--- src/rtl/sfd_pkg.sv ---
package sfd_pkg;
    typedef enum logic [2:0] {
        MODE_ASYNC = 3'd0,
        MODE_EXT   = 3'd1,
        MODE_MONO  = 3'd2,
        MODE_BI    = 3'd3,
        MODE_FLAG  = 3'd4
    } sfd_mode_e;

    localparam int         SFD_CHAR_W = 8;
    localparam logic [7:0] SFD_FLAG   = 8'h7E;
endpackage

--- src/rtl/sfd_pin_sync.sv ---
module sfd_pin_sync #(
    parameter int   STAGES  = 2,
    parameter logic RST_VAL = 1'b1
) (
    input  logic clk,
    input  logic rst_n,
    input  logic pin,
    output logic first_q,
    output logic last_q
);
    logic [STAGES-1:0] chain_d, chain_q;

    always_comb begin
        chain_d = {chain_q[STAGES-2:0], pin};
    end

    always_ff @(posedge clk or negedge rst_n) begin
        if (!rst_n) chain_q <= {STAGES{RST_VAL}};
        else        chain_q <= chain_d;
    end

    assign first_q = chain_q[0];
    assign last_q  = chain_q[STAGES-1];
endmodule

--- src/rtl/sfd_matcher.sv ---
module sfd_matcher
    import sfd_pkg::*;
#(
    parameter int CHAR_W = SFD_CHAR_W,
    parameter int WIN_W  = 2 * CHAR_W
) (
    input  logic              clk,
    input  logic              rst_n,
    input  logic              rx_data,
    input  logic [2:0]        mode,
    input  logic [WIN_W-1:0]  pattern,
    output logic [WIN_W-1:0]  win_next,
    output logic              match
);
    logic [WIN_W-1:0]  sr_d, sr_q;
    logic [CHAR_W-1:0] newest;

    always_comb begin
        sr_d   = {rx_data, sr_q[WIN_W-1:1]};
        newest = sr_d[WIN_W-1 -: CHAR_W];
        match  = 1'b0;
        case (mode)
            MODE_MONO: match = (newest == pattern[CHAR_W-1:0]);
            MODE_BI:   match = (sr_d == pattern);
            MODE_FLAG: match = (newest == CHAR_W'(SFD_FLAG));
            default:   match = 1'b0;
        endcase
    end

    always_ff @(posedge clk or negedge rst_n) begin
        if (!rst_n) sr_q <= '0;
        else        sr_q <= sr_d;
    end

    assign win_next = sr_d;
endmodule

--- src/rtl/sync_flag_detector.sv ---
module sync_flag_detector
    import sfd_pkg::*;
#(
    parameter int CHAR_W     = SFD_CHAR_W,
    parameter int PIN_STAGES = 2
) (
    input  logic                clk,
    input  logic                rst_n,
    input  logic                rx_data,
    input  logic [2:0]          mode,
    input  logic [2*CHAR_W-1:0] sync_pattern,
    input  logic                hunt_cmd,
    input  logic                sync_in,
    output logic                sync_out_n,
    output logic                sync_oe,
    output logic                char_valid,
    output logic [CHAR_W-1:0]   char_data,
    output logic                sync_hunt,
    output logic                sync_hunt_chg
);
    localparam int               WIN_W  = 2 * CHAR_W;
    localparam int               CNT_W  = $clog2(CHAR_W);
    localparam logic [CNT_W-1:0] CNT_LAST = CNT_W'(CHAR_W - 1);
    localparam logic [CNT_W-1:0] CNT_EXT  = CNT_W'(2);

    typedef struct packed {
        logic              hunt;
        logic [CNT_W-1:0]  cnt;
        logic              pulse;
        logic              cval;
        logic [CHAR_W-1:0] cdata;
        logic              stat;
        logic              chg;
    } sfd_state_t;

    sfd_state_t       st_d, st_q;
    logic [WIN_W-1:0] win_next;
    logic             match;
    logic             pin_s1, pin_s2;
    logic             is_async, is_int, ext_edge;

    sfd_matcher #(.CHAR_W(CHAR_W), .WIN_W(WIN_W)) i_matcher (
        .clk      (clk),
        .rst_n    (rst_n),
        .rx_data  (rx_data),
        .mode     (mode),
        .pattern  (sync_pattern),
        .win_next (win_next),
        .match    (match)
    );

    sfd_pin_sync #(.STAGES(PIN_STAGES), .RST_VAL(1'b1)) i_pin_sync (
        .clk     (clk),
        .rst_n   (rst_n),
        .pin     (sync_in),
        .first_q (pin_s1),
        .last_q  (pin_s2)
    );

    always_comb begin
        is_async = (mode == MODE_ASYNC);
        is_int   = (mode == MODE_MONO) || (mode == MODE_BI) || (mode == MODE_FLAG);
        ext_edge = (mode == MODE_EXT) && st_q.hunt && !sync_in && pin_s1;

        st_d      = st_q;
        st_d.cval = 1'b0;
        st_d.cnt  = (st_q.cnt == CNT_LAST) ? '0 : st_q.cnt + 1'b1;

        if (!is_async && !st_q.hunt && st_q.cnt == CNT_LAST) begin
            st_d.cval  = 1'b1;
            st_d.cdata = win_next[WIN_W-1 -: CHAR_W];
        end

        if (st_q.hunt && match) st_d.cnt = '0;
        else if (ext_edge)      st_d.cnt = CNT_EXT;

        if (hunt_cmd)                            st_d.hunt = 1'b1;
        else if (st_q.hunt && (match || ext_edge)) st_d.hunt = 1'b0;

        st_d.pulse = match && is_int;
        st_d.stat  = is_async ? ~pin_s2 : st_d.hunt;
        st_d.chg   = (st_d.stat != st_q.stat);
    end

    always_ff @(posedge clk or negedge rst_n) begin
        if (!rst_n) begin
            st_q       <= '0;
            st_q.hunt  <= 1'b1;
            st_q.stat  <= 1'b1;
        end else begin
            st_q <= st_d;
        end
    end

    assign sync_oe       = is_int;
    assign sync_out_n    = !(is_int && st_q.pulse);
    assign char_valid    = st_q.cval;
    assign char_data     = st_q.cdata;
    assign sync_hunt     = st_q.stat;
    assign sync_hunt_chg = st_q.chg;

    assert_flag_single_R3: assert property (@(posedge clk) disable iff (!rst_n)
        (mode == MODE_FLAG && $past(mode) == MODE_FLAG && !sync_out_n)
        |=> (sync_out_n || !$stable(mode)));

    assert_hunt_cmd_R5: assert property (@(posedge clk) disable iff (!rst_n)
        hunt_cmd |=> st_q.hunt);

    assert_no_char_hunting_R6: assert property (@(posedge clk) disable iff (!rst_n)
        char_valid |-> !$past(st_q.hunt));

    assert_pin_idle_R4: assert property (@(posedge clk) disable iff (!rst_n)
        !sync_oe |-> sync_out_n);

    assert_async_no_char_R8: assert property (@(posedge clk) disable iff (!rst_n)
        (mode == MODE_ASYNC && $past(mode) == MODE_ASYNC) |-> !char_valid);

    assert_chg_toggle_R9: assert property (@(posedge clk) disable iff (!rst_n)
        sync_hunt_chg |-> (sync_hunt != $past(sync_hunt)));
endmodule

--- config.mk ---
export PLATFORM = sky130hd
export DESIGN_NAME = sync_flag_detector
export DESIGN_NICKNAME = d
export VERILOG_FILES = /design/src/rtl/sfd_pkg.sv /design/src/rtl/sfd_pin_sync.sv /design/src/rtl/sfd_matcher.sv /design/src/rtl/sync_flag_detector.sv
export SDC_FILE = /design/constraint.sdc
export NUM_CORES = 1
export LEC_CHECK = 0
export BUFFER_PORTS_ARGS = -buffer_cell sky130_fd_sc_hd__buf_2
export CAP_MARGIN = 5
export CORE_MARGIN = 2
export CORE_UTILIZATION = 52
export CTS_BUF_LIST = sky130_fd_sc_hd__clkbuf_8 sky130_fd_sc_hd__clkbuf_16
export CTS_CLUSTER_DIAMETER = 200
export CTS_CLUSTER_SIZE = 24
export DETAILED_ROUTE_END_ITERATION = 16
export PLACE_DENSITY_LB_ADDON = 0.05
export REMOVE_ABC_BUFFERS = 1
export SYNTH_ARGS = -nofsm -noshare
export SYNTH_HDL_FRONTEND = slang
export SYNTH_SLANG_ARGS = --single-unit
--- constraint.sdc ---
create_clock -name clk -period 1.9 [get_ports clk]
set_input_delay 0.19 -clock clk [delete_from_list [all_inputs] [get_ports clk]]
set_output_delay 0.19 -clock clk [all_outputs]
set_load 0.05 [all_outputs]
# After elaboration in Yosys (flattened, before gate mapping)
# Cells that the tools add are included.
[word_totals]
mem_count = 0
register_bits = 34
latch_bits = 0
mem_bits_ro = 0
mem_bits_rw = 0
word_cells = 45
inputBits = 24
[classes]
mul = 0
n_mux = 8
n_reduce_logical = 17
div = 0
shift = 0
n_eq_ne = 9
bitwise = 1
magnitude_cmp = 0
n_addsub = 1
[ops]
columns = ["operator", "count"]
rows = [
  ["$eq 16x16->1", 1],
  ["$logic_and 1x1->1", 9],
  ["$mux 3", 3],
  ["$mux 9", 1],
  ["$eq 8x7->1 const B", 1],
  ["$eq 8x8->1", 1],
  ["$eq 3x2->1 const B", 2],
  ["$eq 3x3->1 const B", 2],
  ["$logic_not 1->1", 4],
  ["$add 3x1->3 const B", 1],
  ["$eq 3x1->1 const B", 1],
  ["$logic_not 3->1", 1],
  ["$logic_or 1x1->1", 3],
  ["$mux 1", 3],
  ["$pmux 1 s3", 1],
  ["$ne 1x1->1", 1],
  ["$not 1->1", 1],
]

# Depth between registers and ports, before layout
# Gate-level depths: netlist of the first run.
[depth]
ltp_word = 10
mapped_depth = 7
mapped_depth_nobuf = 7

# Hierarchy
# A second synthesis of the first run with hierarchy kept.
[hier_totals]
hier_cells = 132
hier_area_um2 = 1570.3
[by_module_without_submodules]
columns = ["module", "seq_area_each_um2", "cells_each", "area_per_inst_um2", "instances"]
rows = [
  ["sfd_matcher", 375.4, 71, 773.2, 1],
  ["sync_flag_detector", 402.9, 59, 744.5, 1],
  ["sfd_pin_sync", 52.6, 2, 52.6, 1],
]

# Least setup slack after synthesis of the first run
# No wires, ideal clock.
[synth_path]
kind = "reg-to-reg"
from = "register st_q[12] (netlist name)"
to = "register st_q, in the netlist char_data[7]"
path_stages_with_launch = 6
period_less_slack_ns = 1.658
required_ns = 1.775
path_buffers = 0
path_slack_ns = 0.242
arrival_ns = 1.533
path_cell_list = "dfrtp_1 ha_1 ha_1 inv_1 nor3_2 mux2_2"
[synth_via]
elab_chain_cells = 2
[synth_lines]
columns = ["element", "line", "source"]
rows = [
  ["start: declaration", "sync_flag_detector.sv:36", "sfd_state_t st_d, st_q;"],
  ["start signal: assignment", "sync_flag_detector.sv:91", "st_q <= st_d;"],
  ["$eq 3x3->1", "sync_flag_detector.sv:69", "if (!is_async && !st_q.hunt && st_q.cnt == CNT_LAST) begin"],
  ["$logic_and 1x1->1", "sync_flag_detector.sv:69", ""],
]
# No other way between the ends.
# A chain may end at the register's enable or synchronous reset.

==> results.md, run 1 <==
- Global-route wire length before repair: between 4000 and 5000 um
- Number of synthesized register bits: 33
- Worst-path cell chain: or3_1 -> a211oi_2 -> o2111ai_2 -> nand4b_1 -> a22oi_2 -> xor2_1
- Diode count: 0
- Fin worst setup slack: ~170 ps
- GRT Resource Usage Total: roughly a fifth
- Clock sink count: 33
- Avg Cell Area, Syn: around 13 um2
- Synth Flop Type: dfrtp_1
- Worst min path class: primary input to flip-flop
- Drt drc: 0
- Starting DRT DRC Count: 34
- Yosys warns: 0
- Root Buffer: clkbuf_8
- Clock-pin slew on the worst setup and hold paths: around 60 ps
- Final WL: just under 3000 um
- Mapped cell area: roughly 1500 um2
- RSZ-0062 raised after global routing: false
- Total negative slack: 0 ps
- Via count: ~1000
- Worst slack, placed: 108 ps
- Largest net degree at the start of global routing: 34
- TritonRoute pass-1 iters: 4
- Initial core utilization: between 50% and 60%
- # H-tree levels: 2
- Setup CP Type: flip-flop to flip-flop
- Met2 WL: 1340 um
- Worst skew pair latency: between 200 and 300 ps
- Max stage delay on crit path: roughly 450 ps
- Core area: roughly 2800 um2
- Max VDD drop: between 0.0008 and 0.0009 V
- WP buf/inv: 0
- Number of setup violations in the final report: 0
- Ys async rst share: 100%
- Status: completed
- FMAX: ~580 MHz
- Final min period: 1730 ps
- Area Growth Syn to Fin: 19.1%
- WP data required: ~2100 ps
- Crit path capture type: flip-flop
- Final period util: 91.1%
- Largest delay share family, worst path: simple AND/OR/NAND/NOR gates
- Grt ovf: 0
- Clk buf depth: 2
- Row Count: 19
- Data arrival, critical path: 1890 ps
- Post-synth EDFFs: 0
- Post-DRT Antenna Nets: 0
- Vias in the first global route: approximately 1000
- Die height: between 50 and 60 um
- Io pins: 37
- DP HPWL: 2190 um
- GP Congestion: around 0.78
- CTS tree: built
- Power density over the cells: about 1000 nW/um2
- Sequential share of the synthesized area: 54.6%
- Die Width: between 50 and 60 um
- Lkg Pwr: 0.870 nW
- Nets: about 190
- Top sig layer: met4
- Cts bufs inserted: 5
- Least-Margin Pin Slew: a little under 700 ps
- Mapped Cells: approximately 120
- Post-synthesis cell type count: 36
- Fillcell total: between 200 and 250
- Drt via density: about 5.4
- Area of the die: about 3400 um2
- Max FO, Critical Path: 5
- Post-CTS setup buffers: 0
- Critical-path top delay cell: dfrtp_1
- Max cap viols: 0
- Final Hold Viols: 0
- Slew HR: 54.0%
- Share of layout cells above drive strength 1: approximately two fifths
- WL/cell: approximately 15 um
- Initial antenna violation count: 0
- Layout Skew: ~3.9 ps
- Final count of pins violating max slew: 0
- CP Launch Type: flip-flop
- Wire length on met1: about 1400 um
- Met3 Wirelength: 174 um
- Buffers on Ports: 36
cells in the final DEF, fill, tap and decap left out, types with 2 or more instances in the layout:
master and instances:
nor2_1 2, xnor2_1 5, inv_1 6, a21oi_1 3, nor4_2 2, or3_1 2, nor4_1 2, nand4_1 2
nor4b_1 2, mux2_2 8, clkbuf_8 5, dfstp_2 4, ha_1 2, buf_4 2, nor3_1 2, nand2b_1 3
nand2_1 4, dfrtp_1 29, xor2_1 17, clkinv_2 2, buf_2 36
logic make-up (layout without fill, tap and decap cells):
logic type                 after synthesis  count (layout)  share of synthesized area (%)
AOI/OAI and AO/OA                       13              13                           6.49
xor gates and xnor gates                22              22                           12.7
adders and majority gates                2               2                           1.64
buffers and inverters                   13              52                           5.18
DFF                                     33              33                           54.6
muxes                                    8               8                           5.92
and+or+nand+nor                         30              30                           13.6
cell type report:
type	count	area, um2	share of cell area (%)
inverter	5	18.8	1.03
clock buffer	5	68.8	3.79
timing repair buffer	39	205	11.3
multi-input combinational	75	638	35.2
tap	31	38.8	2.14
sequential	33	831	45.8
clock inverter	3	13.8	0.759
stage by stage:
step,cell area (um2),total power [W],hold WS [ps],util (%),instances
final,1810,0.00179,25.1,65.8,191
after global routing,1810,0.00188,19.9,65.8,191
after CTS,1790,0.00180,18.1,64.9,191
after detailed placement,1700,0.00131,276,61.5,182
after global placement,1700,0.00130,266,61.5,182
after floorplan,1460,0.00117,-106,-,113
registers in the layout, indices dropped and copies added (netlist names):
name                flops
sync_hunt               1
i_pin_sync.chain_q      2
sync_hunt_chg           1
i_matcher.sr_q         15
st_q                    5
char_valid              1
char_data               8
worst register-to-register path, stage by stage, from the launching register on:
cell,delay [ps]
dfrtp_1,450
or3_1,390
a211oi_2,240
o2111ai_2,130
nand4b_1,160
a22oi_2,90
xor2_1,150
metal layers:
layer,track usage (%),vias up
li1,-,493
met1,29.9,495
met2,27.9,32
met3,6.70,2
met4,7.97,0
met5,0,-
synthesized netlist by cell type, types with 2 or more instances:
cell type  number  share of area, %
dfrtp_1        29                48
xor2_1         17               9.8
buf_4           8               3.9
mux2_2          8               5.9
inv_1           5               1.2
xnor2_1         5               2.9
dfstp_2         4               6.9
nand2_1         4              0.99
a21oi_1         3              0.99
nand2b_1        3               1.2
nor4_1          3               1.2
ha_1            2               1.6
nand4_1         2              0.82
nor2_1          2              0.49
nor3_1          2              0.66
nor4b_1         2               1.2
o41ai_1         2               1.2
or3_1           2              0.82
power by group:
group	leakage [nW]	internal, W	total [W]	switching, W
combinational	0.419	0.000164	0.000446	0.000282
clock	0.0491	0.000248	0.000489	0.000241
sequential	0.403	0.000798	0.000855	0.0000563
total	0.870	0.00121	0.00179	0.000579
path summary, 6_finish.rpt:
check,start,endpoint,slack [ps],cells past startpoint
min in group asynchronous,rst_n,i_matcher.sr_q[2]$_DFF_PN0_,490,2
worst min register to register,i_pin_sync.chain_q[0]$_DFF_PN1_,i_pin_sync.chain_q[1]$_DFF_PN1_,370,0
worst max register to register,i_matcher.sr_q[15]$_DFF_PN0_,sync_hunt_chg$_DFF_PN0_,170,6
worst max-delay path,i_matcher.sr_q[15]$_DFF_PN0_,sync_hunt_chg$_DFF_PN0_,170,6
max in group asynchronous,rst_n,st_q[11]$_DFF_PN0_,960,2
worst min-delay path,sync_in,i_pin_sync.chain_q[0]$_DFF_PN1_,30,1
what timing repair did:
action | CTS | global route
setup endpoints to repair | 0 | 4
hold buffers | 1 | 0
gates resized for setup | 0 | 4
endpoints found under the hold margin | 29 | 0
No activity file was read; power rests on OpenSTA's default activity.
==> inputs of run 2 (changes only) <==
Settings changed: CELL_PAD_IN_SITES_DETAIL_PLACEMENT set to 0, CELL_PAD_IN_SITES_GLOBAL_PLACEMENT set to 1, CORE_UTILIZATION 52 to 44, CTS_CLUSTER_DIAMETER 200 to 80.
Clock period 1.9 ns to 2.2 ns, I/O delays scaled along.
==> results.md, run 2 (synthesis gave the netlist of run 1 again) <==
- Largest net degree at the start of global routing: 34 (unchanged)
- Area Growth Syn to Fin: 19.7%
- Net Switching: 0.000521 W (-10%)
- Lkg Pwr: 0.860 nW (-1.2%)
- Worst-path cell chain: xor2_1 -> o41ai_1 -> o2111ai_1 -> nand4b_1 -> a22oi_2 -> xor2_1
- Sw Share: 30.8% (-1.5 points)
- Initial antenna violation count: 0 (unchanged)
- WP data required: 2360 ps (+300 ps)
- Crit path capture type: flip-flop
- Final WL: 3030 um (+2.4%)
- Final count of pins violating max slew: 0 (unchanged)
- Row Count: 21 (+2)
- Total negative slack: 0 ps (unchanged)
- Logic pwr share: 22.5% (-2.4 points)
- Io pins: 37 (unchanged)
- Number of setup violations in the final report: 0 (unchanged)
- Max FO, Critical Path: 5 (unchanged)
- TritonRoute pass-1 iters: 4 (unchanged)
- Worst skew pair latency: 290 ps (about the same)
- Least-Margin Pin Slew: 701 ps (+11.5 ps)
- Nets: 183 (-1.1%)
- Clock-pin slew on the worst setup and hold paths: 80 ps (+20 ps)
- Final Hold Viols: 29 (+29)
- R2R Path End: sync_hunt_chg$_DFF_PN0_
- Failing checks: hold timing
- Starting DRT DRC Count: 52 (+53%)
- Worst min path class: primary input to async pin
- Die Width: 62.8 um (+8.1%)
- Power density over the cells: 926 nW/um2 (-6.2%)
- Post-cts gate resize count: 0 (unchanged)
- Max reg flops: 15 (unchanged)
- Core area: 3340 um2 (+21%)
- WP buf/inv: 0 (unchanged)
- Slew HR: 53.3% (-0.76 points)
- Post-layout util: 54.6% (-11 points)
- Global-route wire length before repair: 5240 um (+6.9%)
- Commonest non-fill, non-tap cell in the layout: buf_2
- Post-CTS setup buffers: 0 (unchanged)
- FF-to-FF Start: i_matcher.sr_q[10]$_DFF_PN0_
- Clock share of power: 33.8% (+6.5 points)
- GRT Resource Usage Total: 17.8% (-2.5 points)
- Post-DRT Antenna Nets: 0 (unchanged)
- Diode count: 0 (unchanged)
- Area of the die: 3950 um2 (+17%)
- Commonest non-fill, non-tap cells in the layout: buf_2, dfrtp_1, xor2_1
- Clock sink count: 33 (unchanged)
- # H-tree levels: 2 (unchanged)
- RSZ-0062 raised after global routing: false
- Die height: 62.8 um (+8.1%)
- Buffers on Ports: 36 (unchanged)
- CP Launch Type: flip-flop
- Drt via density: 4.95 (-7.6%)
- Reg2Reg Depth: 6 (unchanged)
- Final period util: 81.0% (-10 points)
- Status: finished, violations left
- Critical-path top delay cell: dfrtp_1
- CTS tree: built
- Min Hold Slack: -31.0 ps (-56.1 ps)
- Finished Cell Area: 1820 um2 (+0.48%)
- Hold_buf cts: 0 (-1)
- Setup CP Type: flip-flop to flip-flop
- Vias in the first global route: 1057 (+5.2%)
- Cts bufs inserted: 5 (unchanged)
- Max stage delay on crit path: 460 ps (about the same)
- Root Buffer: clkbuf_8
- FMAX: 561 MHz (-2.9%)
- Share of layout cells above drive strength 1: 39.2% (-2.0 points)
- GP Congestion: 0.742 (-4.9%)
- Layout Skew: 11.3 ps (+7.45 ps)
- WL/cell: 14.9 um (-4.2%)
- Initial core utilization: 45.6% (-9.6 points)
- Grt ovf: 0 (unchanged)
- Placed cell area: 1710 um2 (+0.66%)
- Drt drc: 0 (unchanged)
- Max VDD drop: 0.000436 V (-51%)
- Largest delay share family, worst path: compound AO/OA/AOI/OAI gates
- Via count: 1009 (-1.3%)
- Crit-path most repeated cell: xor2_1
- Flop pwr share: 43.7% (-4.1 points)
- DP HPWL: 2250 um (+2.6%)
- Most flops, register: i_matcher.sr_q
- Clk buf depth: 2 (unchanged)
- Worst reg-to-reg setup slack: 420 ps (+250 ps)
- Max cap viols: 0 (unchanged)
- Data arrival, critical path: 1940 ps (+50 ps)
- Final min period: 1780 ps (+51.1 ps)
- Pint: 0.00117 W (-3.6%)
-- run 2: stage by stage --
step | worst slack, ps | total power (W) | cells
finish | 419 | 0.00169 | 204
global route | 269 | 0.00177 | 204
CTS | 409 | 0.00171 | 204
detailed placement | 406 | 0.00113 | 196
global placement | 400 | 0.00112 | 196
floorplan | 542 | 0.00101 | 113
-- run 2: power groups by stage --
| stage | Sequential [W] | Clock (W) | Combinational (W) |
|---|---|---|---|
| 2_1_floorplan | 0.000866 | 0 | 0.000146 |
| 3_3_place_gp | 0.000744 | 0 | 0.000377 |
| 3_5_place_dp | 0.000747 | 0 | 0.000384 |
| 4_1_cts | 0.000739 | 0.000583 | 0.000386 |
| 5_1_grt | 0.000748 | 0.000612 | 0.000414 |
| 6_report | 0.000737 | 0.000571 | 0.000380 |
-- run 2: how the worst max path moves through the flow --
stage | slack, ps | start | cells after the start | endpoint
CTS | 410 | i_matcher.sr_q[10]$_DFF_PN0_ | 6 | sync_hunt_chg$_DFF_PN0_
detailed placement | 410 | mode[0] | 8 | sync_hunt_chg$_DFF_PN0_
global placement | 400 | mode[0] | 8 | sync_hunt_chg$_DFF_PN0_
finish | 420 | i_matcher.sr_q[10]$_DFF_PN0_ | 6 | sync_hunt_chg$_DFF_PN0_
floorplan | 540 | st_q[12]$_DFF_PN0_ | 5 | char_data[7]$_DFFE_PN0P_
global route | 270 | i_matcher.sr_q[10]$_DFF_PN0_ | 6 | sync_hunt_chg$_DFF_PN0_
-- run 2: per-layer routing --
metal / global-route usage (%) / up-vias / wire [um] / share of wire, %
li1: - / 494 / - / -
met1: 26.1 / 472 / 1570 / 52
met2: 24.5 / 36 / 1230 / 40
met3: 4.68 / 7 / 185 / 6.1
met4: 8.33 / 0 / 51 / 1.7
met5: 0 / - / 0 / 0
-- run 2: final cells by class --
class	count	area [um2]
Clock buffer	5	68.8
Multi-Input combinational cell	75	613
Sequential cell	33	831
Timing Repair Buffer	37	188
Tap cell	46	57.6
Clock inverter	3	46.3
Fill cell	302	1510
Inverter	5	18.8
==> inputs of run 3 (changes only) <==
Settings changed: ABC_AREA set to 1, CORE_UTILIZATION 44 to 39.
Clock period 2.2 ns to 1.8 ns, I/O delays scaled along.
==> results.md, run 3 <==
- Power density over the cells: 1200 nW/um2 (+30%)
- Least-Margin Pin Slew: 753 ps (+52.0 ps)
- Worst min path class: primary input to flip-flop
- Via count: 1248 (+24%)
- Share of layout cells above drive strength 1: 27.8% (-11 points)
- Sequential share of the synthesized area: 52.2% (-2.4 points)
- Worst slack, placed: 232 ps (-173 ps)
- Sw Share: 37.0% (+6.1 points)
- Global-route wire length before repair: 5640 um (+7.6%)
- Final WL: 3490 um (+15%)
- FMAX: 647 MHz (+15%)
- Area leader, netlist: dfrtp_1
- Total negative slack: 0 ps (unchanged)
- Net Switching: 0.000837 W (+61%)
- Grt ovf: 0 (unchanged)
- Final period util: 85.8% (+4.8 points)
- Post-synthesis cell type count: 24 (-33%)
- Io pins: 37 (unchanged)
- Buffers on Ports: 36 (unchanged)
- Status: completed
- Area Growth Syn to Fin: 18.2%
- Nets: 248 (+36%)
- Placed cell area: 1760 um2 (+3.0%)
- Multiplexer share of the synthesized area: 0% (-5.9 points)
- Mapped Cells: 187 (+55%)
- CP Launch Type: flip-flop
- Lkg Pwr: 1.02 nW (+19%)
- Max VDD drop: 0.000632 V (+45%)
- Clock share of power: 27.4% (-6.4 points)
- XOR/XNOR share of the synthesized area: 5.50% (-7.2 points)
- Logic pwr share: 31.0% (+8.5 points)
- Post-synth EDFFs: 0 (unchanged)
- Final min period: 1540 ps (-237 ps)
- Multi-input logic area: 592 um2 (-3.5%)
- Crit path capture type: flip-flop
- Row Count: 23 (+9.5%)
- WP data required: 1970 ps (-390 ps)
- Flop pwr share: 41.6% (-2.1 points)
- Clock-pin slew on the worst setup and hold paths: 70 ps (about the same)
- Max stage delay on crit path: 360 ps (-100 ps)
- Setup CP Type: flip-flop to flip-flop
- Max reg flops: 15 (unchanged)
- RSZ-0062 raised after global routing: false
- Max cap viols: 0 (unchanged)
- Post-route total power: 0.00226 W (+34%)
- Commonest non-fill, non-tap cell in the layout: nand2_1
- Most flops, register: i_matcher.sr_q
- Fillcell total: 405 (+34%)
- Drt drc: 0 (unchanged)
- Register area: 831 um2 (unchanged)
- Top-area cell type share of the netlist area: 45.6% (-2.1 points)
- Number of synthesized register bits: 33 (unchanged)
- CTS tree: built
- Critical-path top delay cell: dfrtp_1
- Post-CTS setup buffers: 0 (unchanged)
- Number of setup violations in the final report: 0 (unchanged)
- Starting DRT DRC Count: 28 (-46%)
- Drt via density: 4.57 (-7.6%)
- Main combinational cell family by area after synthesis: simple AND/OR/NAND/NOR gates
- Layout Skew: 6.62 ps (-4.68 ps)
- Commonest non-fill, non-tap cells in the layout: nand2_1, buf_2, dfrtp_1
- Yosys warns: 0 (unchanged)
- Dominant cell by count in the synthesized netlist: nand2_1
- Data arrival, critical path: 1710 ps (-230 ps)
- GRT Resource Usage Total: 17.1% (-0.72 points)
- # H-tree levels: 2 (unchanged)
- Area of the die: 4610 um2 (+17%)
- Initial antenna violation count: 0 (unchanged)
- Diode count: 0 (unchanged)
- Root Buffer: clkbuf_8
- Fin worst setup slack: 255 ps (-163 ps)
- Ys async rst share: 100% (unchanged)
- Final count of pins violating max slew: 0 (unchanged)
- Cts bufs inserted: 5 (unchanged)
- Max FO, Critical Path: 16 (+11)
- Post-Synth Simple-Gate Area: 23.7% (+10 points)
- TritonRoute pass-1 iters: 4 (unchanged)
- Commonest cells post-synth: nand2_1, dfrtp_1, inv_1, nor2_1, o21ai_1
- Largest delay share family, worst path: simple AND/OR/NAND/NOR gates
- Worst skew pair latency: 280 ps (about the same)
- Final Hold Viols: 0 (-100%)
- Mapped cell area: 1590 um2 (+4.5%)
- GP Congestion: 0.782 (+5.3%)
- Post-DRT Antenna Nets: 0 (unchanged)
- Post-Synth Adder-Cell Area: 1.57% (-0.071 points)
- Largest net degree at the start of global routing: 34 (unchanged)
- Pint: 0.00143 W (+22%)
- Vias in the first global route: 1237 (+17%)
- Crit-path most repeated cell: ha_1
- Avg Cell Area, Syn: 8.51 um2 (-32%)
- Slew HR: 49.8% (-3.5 points)
- Clk buf depth: 2 (unchanged)
- Die Width: 67.9 um (+8.0%)
- Core area: 3970 um2 (+19%)
- Synth Flop Type: dfrtp_1
- DP HPWL: 2640 um (+17%)
- Initial core utilization: 40.1% (-5.6 points)
- Min Hold Slack: 93.0 ps (+124 ps)
- Die height: 67.9 um (+8.0%)
- Worst-path cell chain: ha_1 -> ha_1 -> inv_1 -> nor3_1 -> inv_2 -> nand2_1 -> o21ai_1
- WP buf/inv: 2 (+2)
- WL/cell: 12.8 um (-14%)
- Clock sink count: 33 (unchanged)
- Finished Cell Area: 1880 um2 (+3.2%)
- Area contributors post-synth: dfrtp_1, nand2_1, dfstp_2
- Compound-Gate Fraction of Synth Area: 6.37% (-0.12 points)
[run 3: changes by cell type in the layout (fill, tap and decap cells not counted), sizes merged, moves of 3 or more]
| cell | delta |
|---|---|
| inv | +19 |
| mux2 | -8 |
| o21ai | +12 |
| nand2 | +53 |
| nand3 | +9 |
| xor2 | -10 |
| nor4 | -4 |
| nor2 | +15 |
| nand2b | -3 |
| o22ai | +3 |
[run 3: worst reg2reg max path: stages, from the launching register on]
cell	delay, ps
dfrtp_1	360
ha_1	160
ha_1	160
inv_1	60
nor3_1	320
inv_2	210
nand2_1	110
o21ai_1	60
[run 3: final timing paths]
kind | cells after the start | startpoint | slack, ps | to
setup / recovery | 7 | st_q[12]$_DFF_PN0_ | 260 | char_data[3]$_DFFE_PN0P_
hold / removal | 1 | rx_data | 90 | i_matcher.sr_q[15]$_DFF_PN0_
setup reg to reg | 7 | st_q[12]$_DFF_PN0_ | 260 | char_data[3]$_DFFE_PN0P_
hold reg to reg | 0 | i_pin_sync.chain_q[0]$_DFF_PN1_ | 370 | i_pin_sync.chain_q[1]$_DFF_PN1_
max in group asynchronous | 2 | rst_n | 820 | i_matcher.sr_q[15]$_DFF_PN0_
min in group asynchronous | 2 | rst_n | 500 | i_matcher.sr_q[1]$_DFF_PN0_
[run 3: cell type report]
cell class | count | share of cell area [%]
clock buffer | 7 | 5.12
clock inverter | 1 | 0.266
inverter | 25 | 4.99
multi-input combinational | 119 | 31.5
sequential | 33 | 44.2
tap | 50 | 3.33
timing repair buffer | 38 | 10.6
[run 3: power by group through the flow]
stage / sequential, W / clock, W / combinational (W)
2_1_floorplan: 0.00123 / 0 / 0.000240
3_3_place_gp: 0.000950 / 0 / 0.000694
3_5_place_dp: 0.000956 / 0 / 0.000708
4_1_cts: 0.000943 / 0.000637 / 0.000713
5_1_grt: 0.000956 / 0.000671 / 0.000773
6_report: 0.000942 / 0.000619 / 0.000701
[run 3: metal layers]
metal / wire length [um] / vias up / GRT usage (%)
met5: 0 / - / 0
met4: 51 / 0 / 6.00
met3: 175 / 6 / 5.26
met2: 1650 / 26 / 28.7
met1: 1620 / 578 / 20.8
li1: - / 638 / -
[run 3: repair_timing]
item                                   in CTS  in global routing
endpoints found under the hold margin      30                  0
hold buffers                                2                  0
resized for setup                           0                  0
[run 3: logic make-up after synthesis]
logic type,Yosys count
AO/OA/AOI/OAI,19
buffers and inverters,35
adder cells (fa/ha/maj),2
flip-flops,33
AND/OR/NAND/NOR,88
XOR/XNOR,10
[run 3: stage by stage]
stage                     instances  utilization [%]
final                           273             47.4
after global routing            273             47.4
after CTS                       273             47.4
after detailed placement        263             44.3
after global placement          263             44.3
after floorplan                 177                -
